[config.mk]
export PLATFORM = sky130hd
export DESIGN_NAME = key_unlock_guard
export DESIGN_NICKNAME = d
export VERILOG_FILES = /design/src/rtl/key_unlock_pkg.sv /design/src/rtl/ukey_state.sv /design/src/rtl/ukey_gate.sv /design/src/rtl/ukey_cmd.sv /design/src/rtl/ukey_flags.sv /design/src/rtl/key_unlock_guard.sv
export SDC_FILE = /design/constraint.sdc
export NUM_CORES = 1
export LEC_CHECK = 0
export ABC_AREA = 1
export BUFFER_PORTS_ARGS = -buffer_cell sky130_fd_sc_hd__buf_4
export CAP_MARGIN = 40
export CORE_MARGIN = 3
export CORE_UTILIZATION = 34
export CTS_BUF_LIST = sky130_fd_sc_hd__clkbuf_8
export CTS_CLUSTER_DIAMETER = 200
export DETAILED_ROUTE_END_ITERATION = 10
export PLACE_DENSITY = 0.87
export SLEW_MARGIN = 10
export SYNTH_ARGS = -nofsm -noshare
export SYNTH_HDL_FRONTEND = slang
export SYNTH_SLANG_ARGS = --single-unit
[constraint.sdc]
create_clock -name clk -period 1.5 [get_ports clk]
set_input_delay 0.3 -clock clk [delete_from_list [all_inputs] [get_ports clk]]
set_output_delay 0.3 -clock clk [all_outputs]
set_load 0.005 [all_outputs]
[src/rtl/key_unlock_pkg.sv]
package key_unlock_pkg;
  localparam logic [31:0] UNLOCK_KEY = 32'hF123F456;

  typedef enum logic {
    ST_LOCKED = 1'b0,
    ST_OPEN   = 1'b1
  } lock_state_e;

  typedef struct packed {
    logic cmd_err;
    logic viol;
  } sticky_t;
endpackage

[src/rtl/ukey_state.sv]
module ukey_state
  import key_unlock_pkg::*;
#(
  parameter int DATA_W = 32
) (
  input  logic              clk,
  input  logic              rst_n,
  input  logic              key_wr,
  input  logic [DATA_W-1:0] key_data,
  input  logic              cmd_go,
  output logic              is_open
);
  localparam logic [DATA_W-1:0] KEY_VAL = DATA_W'(UNLOCK_KEY);

  lock_state_e state_q;

  always_ff @(posedge clk) begin
    if (!rst_n) begin
      state_q <= ST_LOCKED;
    end else if (cmd_go) begin
      state_q <= ST_LOCKED;
    end else if (key_wr) begin
      state_q <= (key_data == KEY_VAL) ? ST_OPEN : ST_LOCKED;
    end
  end

  assign is_open = (state_q == ST_OPEN);
endmodule

[src/rtl/ukey_gate.sv]
module ukey_gate #(
  parameter int                ADDR_W    = 8,
  parameter int                NUM_PROT  = 4,
  parameter logic [ADDR_W-1:0] PROT_BASE = 8'h10
) (
  input  logic                bus_wr,
  input  logic [ADDR_W-1:0]   bus_addr,
  input  logic                is_open,
  output logic [NUM_PROT-1:0] we,
  output logic                locked_hit
);
  logic [NUM_PROT-1:0] hit;

  for (genvar i = 0; i < NUM_PROT; i++) begin : g_tgt
    localparam logic [ADDR_W-1:0] TGT = PROT_BASE + ADDR_W'(i);
    assign hit[i] = (bus_addr == TGT);
    assign we[i]  = bus_wr & hit[i] & is_open;
  end

  assign locked_hit = bus_wr & (|hit) & ~is_open;
endmodule

[src/rtl/ukey_cmd.sv]
module ukey_cmd #(
  parameter int CMD_W = 4,
  parameter logic [(1<<CMD_W)-1:0] KEYED_MASK = '0
) (
  input  logic             cmd_wr,
  input  logic [CMD_W-1:0] cmd_code,
  input  logic             is_open,
  output logic             start,
  output logic             reject
);
  logic keyed;

  assign keyed  = KEYED_MASK[cmd_code];
  assign start  = cmd_wr & (~keyed | is_open);
  assign reject = cmd_wr & keyed & ~is_open;
endmodule

[src/rtl/ukey_flags.sv]
module ukey_flags
  import key_unlock_pkg::*;
(
  input  logic       clk,
  input  logic       rst_n,
  input  logic       viol_set,
  input  logic       err_set,
  input  logic       clr_wr,
  input  logic [1:0] clr_bits,
  output sticky_t    flags
);
  sticky_t flags_q;

  always_ff @(posedge clk) begin
    if (!rst_n) begin
      flags_q <= '0;
    end else begin
      if (viol_set)                     flags_q.viol <= 1'b1;
      else if (clr_wr && clr_bits[0])   flags_q.viol <= 1'b0;
      if (err_set)                      flags_q.cmd_err <= 1'b1;
      else if (clr_wr && clr_bits[1])   flags_q.cmd_err <= 1'b0;
    end
  end

  assign flags = flags_q;
endmodule

[src/rtl/key_unlock_guard.sv]
module key_unlock_guard
  import key_unlock_pkg::*;
#(
  parameter int                ADDR_W     = 8,
  parameter int                DATA_W     = 32,
  parameter int                NUM_PROT   = 4,
  parameter int                CMD_W      = 4,
  parameter logic [ADDR_W-1:0] KEY_ADDR   = 8'h00,
  parameter logic [ADDR_W-1:0] STAT_ADDR  = 8'h04,
  parameter logic [ADDR_W-1:0] PROT_BASE  = 8'h10,
  parameter logic [(1<<CMD_W)-1:0] KEYED_MASK = 16'h00F0
) (
  input  logic                clk,
  input  logic                rst_n,
  input  logic                bus_wr,
  input  logic [ADDR_W-1:0]   bus_addr,
  input  logic [DATA_W-1:0]   bus_wdata,
  input  logic [ADDR_W-1:0]   rd_addr,
  output logic [DATA_W-1:0]   rd_data,
  input  logic                cmd_wr,
  input  logic [CMD_W-1:0]    cmd_code,
  output logic                cmd_start,
  output logic                unlocked,
  output logic [NUM_PROT-1:0] prot_we,
  output logic                viol_flag,
  output logic                cmd_err_flag
);
  localparam int STAT_BITS = 3;

  logic    key_wr, stat_wr, locked_hit, reject, is_open;
  sticky_t flags;

  assign key_wr  = bus_wr & (bus_addr == KEY_ADDR);
  assign stat_wr = bus_wr & (bus_addr == STAT_ADDR);

  ukey_state #(.DATA_W(DATA_W)) u_state (
    .clk      (clk),
    .rst_n    (rst_n),
    .key_wr   (key_wr),
    .key_data (bus_wdata),
    .cmd_go   (cmd_start),
    .is_open  (is_open)
  );

  ukey_gate #(.ADDR_W(ADDR_W), .NUM_PROT(NUM_PROT), .PROT_BASE(PROT_BASE)) u_gate (
    .bus_wr     (bus_wr),
    .bus_addr   (bus_addr),
    .is_open    (is_open),
    .we         (prot_we),
    .locked_hit (locked_hit)
  );

  ukey_cmd #(.CMD_W(CMD_W), .KEYED_MASK(KEYED_MASK)) u_cmd (
    .cmd_wr   (cmd_wr),
    .cmd_code (cmd_code),
    .is_open  (is_open),
    .start    (cmd_start),
    .reject   (reject)
  );

  ukey_flags u_flags (
    .clk      (clk),
    .rst_n    (rst_n),
    .viol_set (locked_hit),
    .err_set  (reject),
    .clr_wr   (stat_wr),
    .clr_bits (bus_wdata[1:0]),
    .flags    (flags)
  );

  always_comb begin
    rd_data = '0;
    if (rd_addr == STAT_ADDR) begin
      rd_data[STAT_BITS-1:0] = {is_open, flags.cmd_err, flags.viol};
    end
  end

  assign unlocked     = is_open;
  assign viol_flag    = flags.viol;
  assign cmd_err_flag = flags.cmd_err;
endmodule

== Yosys cells after proc, flatten, opt, wreduce, memory -nomap -nowiden ==
Memory sizes are Yosys's and may differ from the RTL's.
Index checks and enable logic that the tools add are counted.

* Bits in registers: 3
* ROM bits: 16
* Input bits: 56
* Output and inout port bits: 40
* Word-level logic and storage cells: 45
* Memories: 1

* Magnitude comparators: 1
* Eq/ne operators: 7
* Multiplexer cells: 7
* Bitwise operators: 19
* Reductions and logical operators: 7

{| class="wikitable"
|+ Memory list
! name !! depth !! width !! read ports !! clocked after Yosys merged registers in !! write ports !! RTL line !! source
|-
| (name not given) || 16 || 1 || 1 || 0 || 0 || ukey_cmd.sv:13 || <nowiki>assign keyed = KEYED_MASK[cmd_code];</nowiki>
|}

{| class="wikitable"
|+ Operators with widths
! operator !! number
|-
| equality test 32 bit (second input constant) || 1
|-
| equality test 8 x 5 -> 1 bit (second input constant) || 4
|-
| equality test 8 x 3 -> 1 bit (second input constant) || 2
|-
| bitwise AND 1 bit || 15
|-
| logical NOT 8 bit || 1
|-
| 2-to-1 mux 1 bit || 6
|-
| < comparator 4 x 5 -> 1 bit (second input constant) || 1
|-
| nonzero test 2 bit || 2
|-
| OR reduction 4 bit || 1
|-
| 2-to-1 mux 3 bit || 1
|-
| NOT 1 bit || 3
|-
| logical AND 1 bit || 2
|-
| OR reduction 2 bit || 1
|-
| bitwise OR 1 bit || 1
|}

== Logic depth before layout (Yosys ltp) ==
* Depth after elaboration: 6
* Mapped depth: 7
* Depth with buffers taken out: 7

== Modules after synthesis ==
From an unflattened synthesis, not the netlist that was laid out.

* Cells, all modules: 148
* Area, all modules: 747.0 µm²

{| class="wikitable"
|+ By module, submodules not included
! module !! instances !! cells an instance !! area each (µm²) !! sequential area each (µm²)
|-
| key_unlock_guard || 1 || 61 || 339.1 || 0.0
|-
| ukey_state || 1 || 50 || 212.7 || 20.0
|-
| ukey_gate || 1 || 21 || 88.8 || 0.0
|-
| ukey_flags || 1 || 11 || 83.8 || 40.0
|-
| ukey_cmd || 1 || 5 || 22.5 || 0.0
|}

== Worst setup path before layout ==
Ideal clock, no wire load.

* Kind: input port to output port
* From: in bus_addr[6]
* To: out prot_we[1]
* Arrival time: 846 ps
* Required time: 1200 ps
* Setup slack: 354 ps
* Stages on the path: 5
* Path buffers: 0
* Path through: inv_1 > nand2_1 > nor3_2 > nand3_1 > nor3_1

* Word-level cells in the longest chain between the ends: 3

{| class="wikitable"
|+ Ends and longest elaborated chain
! item !! RTL line !! source
|-
| start, declared || key_unlock_guard.sv:16 || <nowiki>input logic [ADDR_W-1:0] bus_addr,</nowiki>
|-
| equality test 8 x 5 -> 1 bit || ukey_gate.sv:16 || <nowiki>assign hit[i] = (bus_addr == TGT);</nowiki>
|-
| bitwise AND 1 bit (2 in a row) || ukey_gate.sv:17 || <nowiki>assign we[i] = bus_wr & hit[i] & is_open;</nowiki>
|-
| end, declared || key_unlock_guard.sv:24 || <nowiki>output logic [NUM_PROT-1:0] prot_we,</nowiki>
|}

No other way between the ends.

== Worst setup path in the final report ==
* From: in bus_addr[6]
* To: out prot_we[3]

Same word-level chain as after synthesis.

==> summary.txt <==
CTS
  • H-tree lvl count: 1
  • Clock sink count: 3
  • Inserted Clock Buffers: 3
  • Clock tree from TritonCTS: built
  • Cell at the root of the clock tree: clkbuf_8
  • Clock-pin transition on the worst setup and hold timing paths: 0.03 ns
  • Number of hold buffers added after CTS: 0
  • Source-to-sink clock delay at the later pin of the worst-skew pair: 0.21 ns
  • Buffers from clock root to sink, at most: 2

Global routing
  • Number of antenna violations at the first check in global routing: 0
  • Final global-route overflow total: 0
  • Pin count of the biggest net entering global routing: 5
  • Global-route wire length before repair: 2808 um
  • Number of global-route vias before repair: 764
  • All-Layer GR Usage: 13.26%

Yosys
  • Area of the mapped netlist: 695.7 um^2
  • Post-synthesis area per instance: 5.270 um^2
  • Number of register bits inferred by synthesis: 3
  • Dominant cell type by area after synthesis: buf_4
  • Synth warnings: 0
  • Library cells used by synthesis: 18
  • Area share of the leading cell type in the synthesized netlist: 31.29%
  • Post-Synthesis Cells: 132
  • Cell types occupying the most area after synthesis: buf_4, nand2_1, inv_1
  • Sequential-to-total area share from yosys stat: 8.633%

Power
  • Power Density: 421.0 nW/um^2
  • Leak Pwr: 0.6899 nW
  • Total design power: 0.4841 mW
  • VDD IR max: 0.3802 mV

Placed design
  • I/O Buffers: 64
  • Final weighted congestion in routability-driven placement: 0.6960
  • Dpl hpwl: 1669 um
  • Pre-CTS setup slack: 0.04876 ns

Worst setup path
  • CP max stage delay: 0.18 ns
  • Cell type with the highest occurrence count on the critical path: buf_4
  • Critical Path End Type: output pin
  • Number of cells on the worst reg-to-reg path: 6
  • Type of the worst setup path: input pin to output pin
  • Critical-path maximum fanout: 4
  • Worst path cell trace: buf_4 > inv_1 > nand2_1 > nor3_2 > nand3_2 > nor3_1 > buf_4
  • Reg-to-reg startpoint: u_state.is_open
  • Worst endpoint data arrival time: 1.13 ns
  • Endpoint of the most critical register-to-register path: u_state.is_open
  • Data required time of the critical path: 1.20 ns
  • Max stage delay cell, worst path: nor3_2
  • FF-to-FF setup slack: 0.57 ns
  • Nature of the critical path startpoint: input pin

STA
  • Unrepaired setup endpoints after global routing: no
  • Final setup skew: 0.005520 ns
  • Count of final setup violators: 0
  • Final worst path period need: 1.425 ns
  • PnR worst setup slack: 0.07480 ns
  • Final TNS setup: 0 ns
  • Final worst hold slack: 0.3637 ns
  • Share of the clock period used by the worst path: 95.01%
  • Peak clock frequency supported by timing: 701.7 MHz
  • Final number of hold-violating endpoints: 0
  • Max-slew violation count: 0

Floorplanning
  • Row cnt: 15
  • Overall die height: 51.24 um
  • Floorplan core area: 1821 um^2
  • Count of boundary I/O pins: 96
  • Die outline area: 2625 um^2
  • Die width: 51.24 um
  • Starting density of the core: 38.21%

Finish
  • Nets: 256
  • Total area of multi-input combinational cells: 431.7 um^2
  • Core utilization of the finished layout: 63.16%
  • FF/Latch Area: 60.06 um^2
  • Fraction of layout instances using a drive strength above 1: 37.19%
  • Commonest non-fill, non-tap cells in the layout: buf_4, nand2_1, conb_1
  • # fillers: 187
  • Number of diodes: 0
  • Area overhead of the layout relative to synthesis: 65.29%
  • Most common library cell in the layout ignoring fill and taps: buf_4

Drt
  • Detailed-route wire length per cell: 7.973 um
  • Avg Vias per Cell: 3.781
  • # DRC: 0
  • Remaining antenna violation count: 0
  • Via count: 847
  • Sum of routed wire length over all layers: 1786 um
  • Detailed Routing Iterations Pass 1: 4
  • Iteration-0 DRC Markers: 11

Job
  • Number of maximum-capacitance violations: 0

Min path
  • Hold path startpoint: rst_n
  • Hold WC Path Type: input pin to flop
  • Cell depth of the worst hold path: 3
  • Endpoint of the worst hold-timing path: u_flags.flags[0]

Status
  • Result of the run: finished clean
[critical path, delay by kind of cell]
kind	cells	cell delay, ns
buffers and inverters	3	0.28
AND/OR/NAND/NOR	4	0.55
[report_power, final]
part	switching [mW]	internal, mW	total [mW]
logic	0.0688	0.109	0.177
registers	0.00138	0.0821	0.0835
clock network	0.0494	0.174	0.223
[final cells by class]
class	count	area share (%)
clock inverter	1	0.3264
clock buffer	3	3.591
multi-input combinational	101	37.54
sequential	3	5.223
tap	25	2.720
inverter	27	8.814
timing repair buffer	64	41.78
[metrics by stage]
step	std cells	area, um^2
after global routing	224	1150
after global placement	220	1095
after detailed placement	220	1095
after floorplan	160	800.8
after CTS	224	1140
final	224	1150
[cells in the mapped netlist]
master and count:
nand2_1 33, buf_4 29, inv_1 26, nor2_1 21, nand3_1 4, dfxtp_1 3, a21oi_1 2, nor2_2 2
nor3_1 2, nor4_1 2, a21oi_2 1, and2_1 1, conb_1 1, inv_2 1, nand3b_1 1, nand4_1 1
nor3_2 1, or2_0 1
[flip-flops by register name, summed over array words and instances, names as in the netlist]
signal,flops
u_flags.flags,2
u_state.is_open,1
[per-layer routing]
layer  track usage (%)  part of all wire (%)  up-vias
met5                 0                     0        -
met4             3.930                     0        0
met3            0.8746                    11        0
met2             26.18                    55       45
met1             14.86                    34      341
li1                  -                     -      461
[logic make-up after synthesis]
logic type | synth area share (%)
flip-flops | 8.633
AND/OR/NAND/NOR | 42.27
buffers and inverters | 45.86
AO/OA/AOI/OAI | 2.698
other | 0.5391
[repair_timing]
action | in CTS | in global routing
endpoints found under the hold margin | 0 | 0
endpoints found under the setup margin | 0 | 2
setup buffers | 0 | 0
gates resized for setup | 0 | 2
[worst max-delay path by stage]
| stage | startpoint | endpoint | slack, ns | depth (start not counted) |
|---|---|---|---|---|
| floorplan | bus_addr[6] | prot_we[1] | 0.35 | 5 |
| global placement | bus_addr[6] | prot_we[3] | 0.06 | 7 |
| detailed placement | bus_addr[6] | prot_we[3] | 0.05 | 7 |
| CTS | bus_addr[6] | prot_we[3] | 0.05 | 7 |
| global route | bus_addr[6] | prot_we[3] | 0.007 | 7 |
| finish | bus_addr[6] | prot_we[3] | 0.07 | 7 |
Power figures use the tool's default switching activity.
